[config.mk]
export PLATFORM = sky130hd
export DESIGN_NAME = mixed_irq_ctrl
export DESIGN_NICKNAME = d
export VERILOG_FILES = /design/src/rtl/mirq_pkg.sv /design/src/rtl/mirq_sync.sv /design/src/rtl/mirq_src_bank.sv /design/src/rtl/mixed_irq_ctrl.sv
export SDC_FILE = /design/constraint.sdc
export NUM_CORES = 1
export LEC_CHECK = 0
export BUFFER_PORTS_ARGS = -buffer_cell sky130_fd_sc_hd__buf_2
export CAP_MARGIN = 20
export CORE_MARGIN = 2
export CORE_UTILIZATION = 45
export DETAILED_ROUTE_END_ITERATION = 7
export GPL_TIMING_DRIVEN = 0
export PLACE_DENSITY = 0.67
export SETUP_SLACK_MARGIN = 0.05
export SYNTH_ARGS = -nofsm -noshare
export SYNTH_HDL_FRONTEND = slang
export SYNTH_SLANG_ARGS = --single-unit
export TNS_END_PERCENT = 100
[constraint.sdc]
create_clock -name clk_i -period 4.98 [get_ports clk_i]
set_input_delay 0.996 -clock clk_i [delete_from_list [all_inputs] [get_ports clk_i]]
set_output_delay 0.996 -clock clk_i [all_outputs]
set_load 0.02 [all_outputs]
[src/rtl/mirq_pkg.sv]
package mirq_pkg;
  localparam int unsigned NSRC_DEF     = 32;
  localparam logic [31:0] EDGE_BITS_DEF = 32'h71CF_0000;
  localparam logic [31:0] SOFT_BITS_DEF = 32'h7000_0000;
  localparam int unsigned CASC_LSB_DEF = 4;
  localparam int unsigned CASC_W_DEF   = 3;
  localparam int unsigned ADDR_W       = 2;

  typedef enum logic [ADDR_W-1:0] {
    SEL_STATUS = 2'd0,
    SEL_MASK   = 2'd1,
    SEL_LATCH  = 2'd2,
    SEL_SOFT   = 2'd3
  } reg_sel_e;
endpackage

[src/rtl/mirq_sync.sv]
module mirq_sync #(
  parameter int unsigned W      = 32,
  parameter int unsigned STAGES = 2
) (
  input  logic         clk_i,
  input  logic         rst_ni,
  input  logic [W-1:0] d_i,
  output logic [W-1:0] q_o
);
  logic [W-1:0] stage_q [STAGES];
  logic [W-1:0] stage_d [STAGES];

  for (genvar s = 0; s < STAGES; s++) begin : g_stage
    if (s == 0) begin : g_first
      assign stage_d[s] = d_i;
    end else begin : g_next
      assign stage_d[s] = stage_q[s-1];
    end
    always_ff @(posedge clk_i or negedge rst_ni) begin
      if (!rst_ni) stage_q[s] <= '0;
      else         stage_q[s] <= stage_d[s];
    end
  end

  assign q_o = stage_q[STAGES-1];
endmodule

[src/rtl/mirq_src_bank.sv]
module mirq_src_bank #(
  parameter int unsigned    NSRC      = 32,
  parameter logic [NSRC-1:0] EDGE_BITS = '0
) (
  input  logic            clk_i,
  input  logic            rst_ni,
  input  logic [NSRC-1:0] in_i,
  input  logic            clr_en_i,
  input  logic [NSRC-1:0] keep_i,
  output logic [NSRC-1:0] status_o,
  output logic [NSRC-1:0] latch_o,
  output logic [NSRC-1:0] edge_o
);
  for (genvar i = 0; i < NSRC; i++) begin : g_src
    if (EDGE_BITS[i]) begin : g_edge
      logic prev_q, prev_d, lat_q, lat_d;

      always_comb begin
        prev_d = in_i[i];
        lat_d  = lat_q;
        if (clr_en_i && !keep_i[i]) lat_d = 1'b0;
        // a fresh edge overrides a clear in the same cycle
        if (in_i[i] && !prev_q)     lat_d = 1'b1;
      end

      always_ff @(posedge clk_i or negedge rst_ni) begin
        if (!rst_ni) begin
          prev_q <= 1'b0;
          lat_q  <= 1'b0;
        end else begin
          prev_q <= prev_d;
          lat_q  <= lat_d;
        end
      end

      assign edge_o[i]   = in_i[i] & ~prev_q;
      assign status_o[i] = lat_q;
      assign latch_o[i]  = lat_q;
    end else begin : g_level
      assign edge_o[i]   = 1'b0;
      assign status_o[i] = in_i[i];
      assign latch_o[i]  = 1'b0;
    end
  end
endmodule

[src/rtl/mixed_irq_ctrl.sv]
module mixed_irq_ctrl
  import mirq_pkg::*;
#(
  parameter int unsigned     NSRC        = NSRC_DEF,
  parameter int unsigned     SYNC_STAGES = 2,
  parameter int unsigned     CASC_LSB    = CASC_LSB_DEF,
  parameter int unsigned     CASC_W      = CASC_W_DEF,
  parameter logic [NSRC-1:0] EDGE_BITS   = EDGE_BITS_DEF,
  parameter logic [NSRC-1:0] SOFT_BITS   = SOFT_BITS_DEF
) (
  input  logic              clk_i,
  input  logic              rst_ni,
  input  logic [NSRC-1:0]   src_i,
  input  logic [CASC_W-1:0] casc_i,
  input  logic              wr_en_i,
  input  logic [ADDR_W-1:0] addr_i,
  input  logic [NSRC-1:0]   wdata_i,
  output logic [NSRC-1:0]   rdata_o,
  output logic              irq_o
);
  localparam logic [NSRC-1:0] CASC_ONES = NSRC'((64'd1 << CASC_W) - 64'd1);
  localparam logic [NSRC-1:0] CASC_MASK = CASC_ONES << CASC_LSB;

  // reset: asserted asynchronously, released on the clock
  logic [1:0] rst_sync_q;
  logic       rst_n;
  always_ff @(posedge clk_i or negedge rst_ni) begin
    if (!rst_ni) rst_sync_q <= 2'b00;
    else         rst_sync_q <= {rst_sync_q[0], 1'b1};
  end
  assign rst_n = rst_sync_q[1];

  // source merge: cascade summaries replace pins at their positions
  logic [NSRC-1:0] raw_w, sync_w, eff_w;
  assign raw_w = (src_i & ~CASC_MASK) | ((NSRC'(casc_i) << CASC_LSB) & CASC_MASK);

  mirq_sync #(.W(NSRC), .STAGES(SYNC_STAGES)) u_sync (
    .clk_i (clk_i),
    .rst_ni(rst_n),
    .d_i   (raw_w),
    .q_o   (sync_w)
  );

  // register write decode
  logic wr_mask, wr_latch, wr_soft;
  assign wr_mask  = wr_en_i && (addr_i == SEL_MASK);
  assign wr_latch = wr_en_i && (addr_i == SEL_LATCH);
  assign wr_soft  = wr_en_i && (addr_i == SEL_SOFT);

  logic [NSRC-1:0] mask_q, mask_d, soft_q, soft_d;
  logic            irq_d;

  always_comb begin
    mask_d = mask_q;
    soft_d = soft_q;
    if (wr_mask) mask_d = wdata_i;
    if (wr_soft) soft_d = wdata_i & SOFT_BITS;
  end

  always_ff @(posedge clk_i or negedge rst_n) begin
    if (!rst_n) begin
      mask_q <= '0;
      soft_q <= '0;
      irq_o  <= 1'b0;
    end else begin
      mask_q <= mask_d;
      soft_q <= soft_d;
      irq_o  <= irq_d;
    end
  end

  assign eff_w = sync_w | soft_q;

  logic [NSRC-1:0] status_w, latch_w, edge_w;
  mirq_src_bank #(.NSRC(NSRC), .EDGE_BITS(EDGE_BITS)) u_bank (
    .clk_i   (clk_i),
    .rst_ni  (rst_n),
    .in_i    (eff_w),
    .clr_en_i(wr_latch),
    .keep_i  (wdata_i),
    .status_o(status_w),
    .latch_o (latch_w),
    .edge_o  (edge_w)
  );

  assign irq_d = |(status_w & mask_q);

  always_comb begin
    unique case (reg_sel_e'(addr_i))
      SEL_STATUS: rdata_o = status_w;
      SEL_MASK:   rdata_o = mask_q;
      SEL_LATCH:  rdata_o = latch_w;
      SEL_SOFT:   rdata_o = soft_q;
      default:    rdata_o = '0;
    endcase
  end
endmodule

==> reports/qor.yml, run 1 <==
run_status:
  status: "finished clean"
placed_design:
  hpwl_um: 6048
  gp_congestion: 0.7620
  place_ws_ps: 1733
  port_buffers: 101
  dp_cells: 531
setup_path:
  cp.required_ps: 3980
  worst-endpoint-arrival_ps: 2200
  reg2regPathDepth: 3
  crit_type: "in2out"
  cp-start-kind: "input pin"
  critPathMaxFanout: 10
  end_kind: "output pin"
die:
  start_util_pct: 46.40
  num_rows: 35
  fp.dieW_um: 101.6
  core_sq_um: 9240
  io_pins: 105
  die_area_sq_um: 10330
  die_y_um: 101.6
sta:
  finalClockSkew_ps: 6.046
  setup_ws_ps: 1788
  fmax_mhz: 313.3
  setup_viol: 0
  layout_min_cycle_time_ps: 3192
  finalHoldViolations: 0
  rsz0062_at_grt: "no"
  period_share_pct: 64.09
  tns_ps: 0
  maxSlewViolCount: 0
  relSlewSlack_pct: 55.25
  worstMarginPinSlew_ps: 671.2
power_and_ir_drop:
  total_power_w: 0.002621
  combPwrFrac_pct: 10.2
  ir_drop_uv: 227.5
  cell_internal_pwr_w: 0.001973
  p_seq_share_pct: 44.2
  power_frac_clock_pct: 45.6
  switching_share_pct: 24.70
  p_per_area_nw_per_um2: 469.6
  p_sw_w: 0.0006472
  leakage_nw: 2.716
grt:
  track_usage_pct: 18.30
  grt_pass1_vias: 2693
  globalRouteOverflowTotal: 0
  grt_max_degree: 69
  grt_pass1_wl_um: 13670
  antenna_found_initial: 0
routing:
  routed_wl_um: 8876
  drc_errors: 0
  vias: 2680
  drtPass1Iterations: 4
  ant_nets: 0
  viasPerCell: 4.760
  drt_iter0_drc: 50
  wl_per_cell_um: 15.77
cells_and_area:
  nNetsFinal: 493
  stdcell_count: 563
  n_antenna_cell: 0
  syn2layout_area_growth_pct: 30.14
  final_core_util_pct: 60.39
  drive_gt1_share_pct: 40.55
synthesis:
  synth_fa_ha_area_share_pct: 0
  synth_xor_area_share_pct: 0
  synth-seq-area-share_pct: 71.20
  ys_types: 20
  synth_warnings: 0
  synthMuxAreaShare_pct: 15.03
  synth_top_area_share_pct: 71.20
  synth_top_family_by_area: "multiplexers"
  synth_nets: 372
  synth_area_sq_um: 4288
  synth_area_leaders: "dfrtp_1 71%, mux2_2 8.4%, mux2i_1 5.8%, o21ai_0 3.2%, a22oi_1 2.5%"
  synth-simple-area-share_pct: 4.465
  ys_ff_latch: 122
  avgSynthCellArea_sq_um: 14.29
  syn_inst: 300
  synth_top_area_cell: "dfrtp_1"
  synth_compound_gate_area_share_pct: 6.536
clock_network:
  cts_made_buffers: 17
  insertion_delay_ps: 500
  cts_tree: "yes"
  cts.root.buffer_cell: "clkbuf_8"
  clkTransAtPathRegs_ps: 60
  ctsHoldBuffers: 0
  postCtsSetupBuffers: 0
  ctsLongestPathBuffers: 2
  clock-sinks: 122
  htree_levels: 4
  cts_repair_resize_count: 0
flow_run:
  cap_viol_max_count: 0
worst_hold_path:
  hp-class: "in2async"
worst max-delay path: stages:
cell      delay, ps
buf_2           100
buf_2           280
clkbuf_1        430
o21ai_0         190
buf_2           190
sequential cells by signal, summed over array words and instances, names as in the netlist:
signal	count
soft_q	3
irq_o	1
u_bank.g_src.g_edge.prev_q	10
u_bank.g_src.g_edge.lat_q	10
rst_sync_q	2
u_sync.stage_d	32
u_sync.q_o	32
mask_q	32
layout by cell type (no fill, tap or decap), drive strengths merged:
cell	netlist	final
a22oi	16	16
and2b	1	1
o21ai	27	27
conb	1	1
buf	7	109
nor2	28	28
bufinv	0	2
a21oi	3	3
clkinv	0	6
clkinvlp	0	1
or4	1	1
inv	17	20
nand4	4	4
nand3	1	1
nand3b	2	2
clkbuf	3	23
mux2i	25	25
mux2	35	35
dfrtp	122	122
nand2	7	7
kinds of logic after synthesis:
family,Yosys count
AO/OA/AOI/OAI,46
buffers and inverters,27
flip-flops,122
multiplexers,60
other,1
AND/OR/NAND/NOR,44
cells in the mapped netlist (all sizes together):
cell type    n
buf          7
a21oi        3
or4          1
and2b        1
nand3b       2
mux2i       25
nand2        7
dfrtp      122
inv         17
a22oi       16
o21ai       27
nand4        4
nand3        1
nor2        28
mux2        35
conb         1
clkbuf       3
metal layers:
layer / wire (um) / vias to the layer above / track usage (%)
met5: 0 / - / 0
met4: 116 / 0 / 6.861
met3: 423 / 12 / 4.555
met2: 4292 / 76 / 28.69
met1: 4044 / 1315 / 24.84
li1: - / 1277 / -
through the flow:
| stage | hold slack, ps | cell area (sq um) |
|---|---|---|
| 2_1_floorplan | 331.2 | 4288 |
| 3_3_place_gp | 331.1 | 4955 |
| 3_5_place_dp | 334.7 | 4986 |
| 4_1_cts | 256.3 | 5580 |
| 5_1_grt | 255.7 | 5580 |
| 6_report | 272.6 | 5580 |
power by group through the flow:
stage	Sequential, W	Combinational [W]	Clock [W]
floorplan	0.00116	0.000170	0
global placement	0.00118	0.000252	0
detailed placement	0.00117	0.000271	0
CTS	0.00116	0.000273	0.00121
global route	0.00117	0.000297	0.00126
finish	0.00116	0.000267	0.00120
area by class of cell:
class | instances | area, sq um
clock buffers | 20 | 455.4
flip-flops and latches | 122 | 3057
multi-input cells | 151 | 1120
fillers | 756 | 3660
well taps | 129 | 161.4
plain buffers | 10 | 51.30
inverters | 17 | 63.81
clock inverters | 12 | 138.9
repair buffers | 102 | 533.0
path summary, 6_finish.rpt:
| path | from | endpoint | slack [ps] |
|---|---|---|---|
| max in group asynchronous | rst_sync_q[1] | u_sync.stage_d[11] | 3850 |
| worst min register to register | u_sync.stage_d[9] | u_sync.q_o[9] | 350 |
| worst max register to register | mask_q[23] | irq_o | 3500 |
| worst max-delay path | addr_i[0] | rdata_o[19] | 1790 |
| min in group clk_i | u_sync.stage_d[9] | u_sync.q_o[9] | 350 |
| worst min-delay path | rst_ni | rst_sync_q[0] | 270 |
(Power assumes the default switching activity.)
==> inputs of run 2 (changes only) <==
--- a/config.mk
+++ b/config.mk
@@ -5,6 +5,7 @@
 export SDC_FILE = /design/constraint.sdc
 export NUM_CORES = 1
 export LEC_CHECK = 0
+export ABC_AREA = 1
 export BUFFER_PORTS_ARGS = -buffer_cell sky130_fd_sc_hd__buf_2
 export CAP_MARGIN = 20
 export CORE_MARGIN = 2
==> constraint.sdc (replaced) <==
create_clock -name clk_i -period 3.09 [get_ports clk_i]
set_input_delay 0.618 -clock clk_i [delete_from_list [all_inputs] [get_ports clk_i]]
set_output_delay 0.618 -clock clk_i [all_outputs]
set_load 0.02 [all_outputs]
==> run 2 against run 1 <==
- area after synthesis rose by 2.5%
- global-route usage rose by 3.3 points
- clock skew rose by 1.8 ps
- final cell count rose by 26%
- sequential cell count did not move
- cell area rose by 2.8%
- synthesized cell count rose by 48%
- total power rose by 65%
- register-to-register slack got worse by 1500 ps
- sequential power rose by 59%
==> reports/qor.yml, run 2 <==
run_status:
  status: "finished clean"
sta:
  setup_viol: 0  # unchanged
  worstMarginPinSlew_ps: 699.6  # +28.33 ps
  period_share_pct: 81.86
  fmax_mhz: 395.3
  finalHoldViolations: 0  # unchanged
  finalClockSkew_ps: 7.892  # +1.846 ps
  maxSlewViolCount: 0  # unchanged
  relSlewSlack_pct: 53.36  # -1.9 points
  tns_ps: 0  # unchanged
  layout_min_cycle_time_ps: 2530
  rsz0062_at_grt: "no"
die:
  die_y_um: 102.8  # +1.2%
  fp.dieW_um: 102.8  # +1.2%
  die_area_sq_um: 10580  # +2.4%
  io_pins: 105  # unchanged
  core_sq_um: 9639  # +4.3%
  start_util_pct: 45.61  # -0.79 points
  num_rows: 36  # +2.9%
power_and_ir_drop:
  p_per_area_nw_per_um2: 755.4  # +61%
  combPwrFrac_pct: 9.7  # -0.5 points
  leakage_nw: 3.028  # +12%
  cell_internal_pwr_w: 0.003289  # +67%
  ir_drop_uv: 413.5  # +82%
  total_power_w: 0.004333  # +65%
  p_sw_w: 0.001045  # +61%
  power_frac_clock_pct: 47.8  # +2.2 points
  switching_share_pct: 24.11  # -0.59 points
  p_seq_share_pct: 42.4  # -1.8 points
cells_and_area:
  n_antenna_cell: 0  # unchanged
  fillers: 830  # +9.8%
  multi_input_area_sq_um: 1201  # +7.3%
  final_cell_mix: "188 x nand2_1, 121 x dfrtp_1, 111 x buf_2, 59 x nand3_1, 25 x o21ai_0"
  drive_gt1_share_pct: 25.43  # -15 points
  nNetsFinal: 637  # +29%
  layout_commonest_cell: "nand2_1"
  syn2layout_area_growth_pct: 30.48
  stdcell_count: 711  # +26%
  seqCellArea_sq_um: 3057  # unchanged
clock_network:
  insertion_delay_ps: 500  # about the same
  clkTransAtPathRegs_ps: 60  # about the same
  cts_repair_resize_count: 0  # unchanged
  ctsLongestPathBuffers: 2  # unchanged
  cts_tree: "yes"
  clock-sinks: 122  # unchanged
  cts_made_buffers: 17  # unchanged
  cts.root.buffer_cell: "clkbuf_8"
  htree_levels: 4  # unchanged
worst_hold_path:
  hp-class: "in2reg"
synthesis:
  synth_edf_count: 0  # unchanged
  ys_top_cells_by_count: "188 x nand2_1, 122 x dfrtp_1, 59 x nand3_1, 25 x o21ai_0, 14 x inv_1"
  synth_area_leaders: "dfrtp_1 69%, nand2_1 16%, nand3_1 6.7%, o21ai_0 2.8%, buf_2 1.4%"
  syn_inst: 445  # +48%
  synth_nets: 517  # +39%
  synth_area_sq_um: 4397  # +2.5%
  ys_types: 13  # -35%
  synth_top_area_cell: "dfrtp_1"
  synth_most_common_cell: "nand2_1"
  synth_top_area_share_pct: 69.44  # -1.8 points
  avgSynthCellArea_sq_um: 9.880  # -31%
  yosys_most_used_dff: "dfrtp_1"
  synthArstFlopShare_pct: 100.0  # unchanged
  synth_warnings: 0  # unchanged
  synth-seq-area-share_pct: 69.44  # -1.8 points
  ys_ff_latch: 122  # unchanged
grt:
  grt_max_degree: 70  # +1.4%
  antenna_found_initial: 0  # unchanged
  globalRouteOverflowTotal: 0  # unchanged
  track_usage_pct: 21.60  # +3.3 points
  grt_pass1_wl_um: 16620  # +22%
  grt_pass1_vias: 3457  # +28%
routing:
  wl_per_cell_um: 14.74  # -6.5%
  drtPass1Iterations: 5  # +1
  ant_nets: 0  # unchanged
  vias: 3431  # +28%
  viasPerCell: 4.826  # +1.4%
  routed_wl_um: 10480  # +18%
  drt_iter0_drc: 250  # +400%
  drc_errors: 0  # unchanged
setup_path:
  end_kind: "output pin"
  worst-endpoint-arrival_ps: 1910  # -290 ps
  crit_type: "in2out"
  critPathMaxFanout: 10  # unchanged
  cp-start-kind: "input pin"
  cp.required_ps: 2470  # -1510 ps
placed_design:
  hpwl_um: 7048  # +17%
  gp_congestion: 0.8163  # +7.1%
  dp_cells: 678  # +28%
  port_buffers: 99  # -2.0%
flow_run:
  cap_viol_max_count: 0  # unchanged
-- run 2: layout make-up --
class	count	area share [%]
inverters	15	0.9815
repair buffers	101	9.291
plain buffers	19	1.505
clock inverters	10	2.857
clock buffers	22	8.244
multi-input cells	289	20.94
flip-flops and latches	122	53.28
well taps	133	2.901
-- run 2: metrics by stage --
step                util (%)  hold WS (ps)  worst slack [ps]  area (sq um)
floorplan                  -         322.4              1055          4398
global placement       52.49         332.1             435.4          5060
detailed placement     52.80         334.7             606.9          5090
CTS                    59.51         196.1             576.7          5737
global route           59.51         184.7             473.0          5737
finish                 59.51         215.8             560.5          5737
-- run 2: worst paths after layout --
path / from / end / slack (ps) / cells after the start
worst max-delay path: addr_i[0] / rdata_o[1] / 560 / 6
worst min-delay path: src_i[8] / u_sync.stage_d[8] / 220 / 1
worst max register to register: rst_sync_q[1] / soft_q[29] / 1960 / 1
worst min register to register: u_sync.stage_d[5] / u_sync.q_o[5] / 340 / 0
max in group asynchronous: rst_sync_q[1] / soft_q[29] / 1960 / 1
min in group asynchronous: rst_sync_q[1] / u_sync.stage_d[12] / 380 / 0
-- run 2: what timing repair did --
item | in CTS | in global routing
hold endpoints to repair | 2 | 0
hold buffers | 1 | 0
setup buffers | 0 | 0
-- run 2: kinds of logic after synthesis --
| group | Yosys count | share of synthesized area (%) |
|---|---|---|
| AOI/OAI and AO/OA | 26 | 2.959 |
| buffers and inverters | 34 | 3.244 |
| DFF | 122 | 69.44 |
| other | 1 | 0.08529 |
| and+or+nand+nor | 262 | 24.27 |
-- run 2: metal layers --
metal,up-vias,share of wire (%),global-route usage [%]
li1,1652,-,-
met1,1619,44,29.03
met2,145,48,32.73
met3,15,6.8,6.915
met4,0,1.8,9.211
met5,-,0,0
-- run 2: power by group through the flow --
| stage | Sequential, W | Combinational (W) | Clock (W) |
|---|---|---|---|
| 2_1_floorplan | 0.00185 | 0.000251 | 0 |
| 3_3_place_gp | 0.00187 | 0.000390 | 0 |
| 3_5_place_dp | 0.00186 | 0.000420 | 0 |
| 4_1_cts | 0.00184 | 0.000427 | 0.00211 |
| 5_1_grt | 0.00186 | 0.000479 | 0.00219 |
| 6_report | 0.00184 | 0.000422 | 0.00207 |
-- run 2: critical path, cell delays in order --
cell      delay [ps]
buf_2            130
inv_2            130
clkbuf_1         550
nand3_1          180
nand2_1          130
buf_2            170
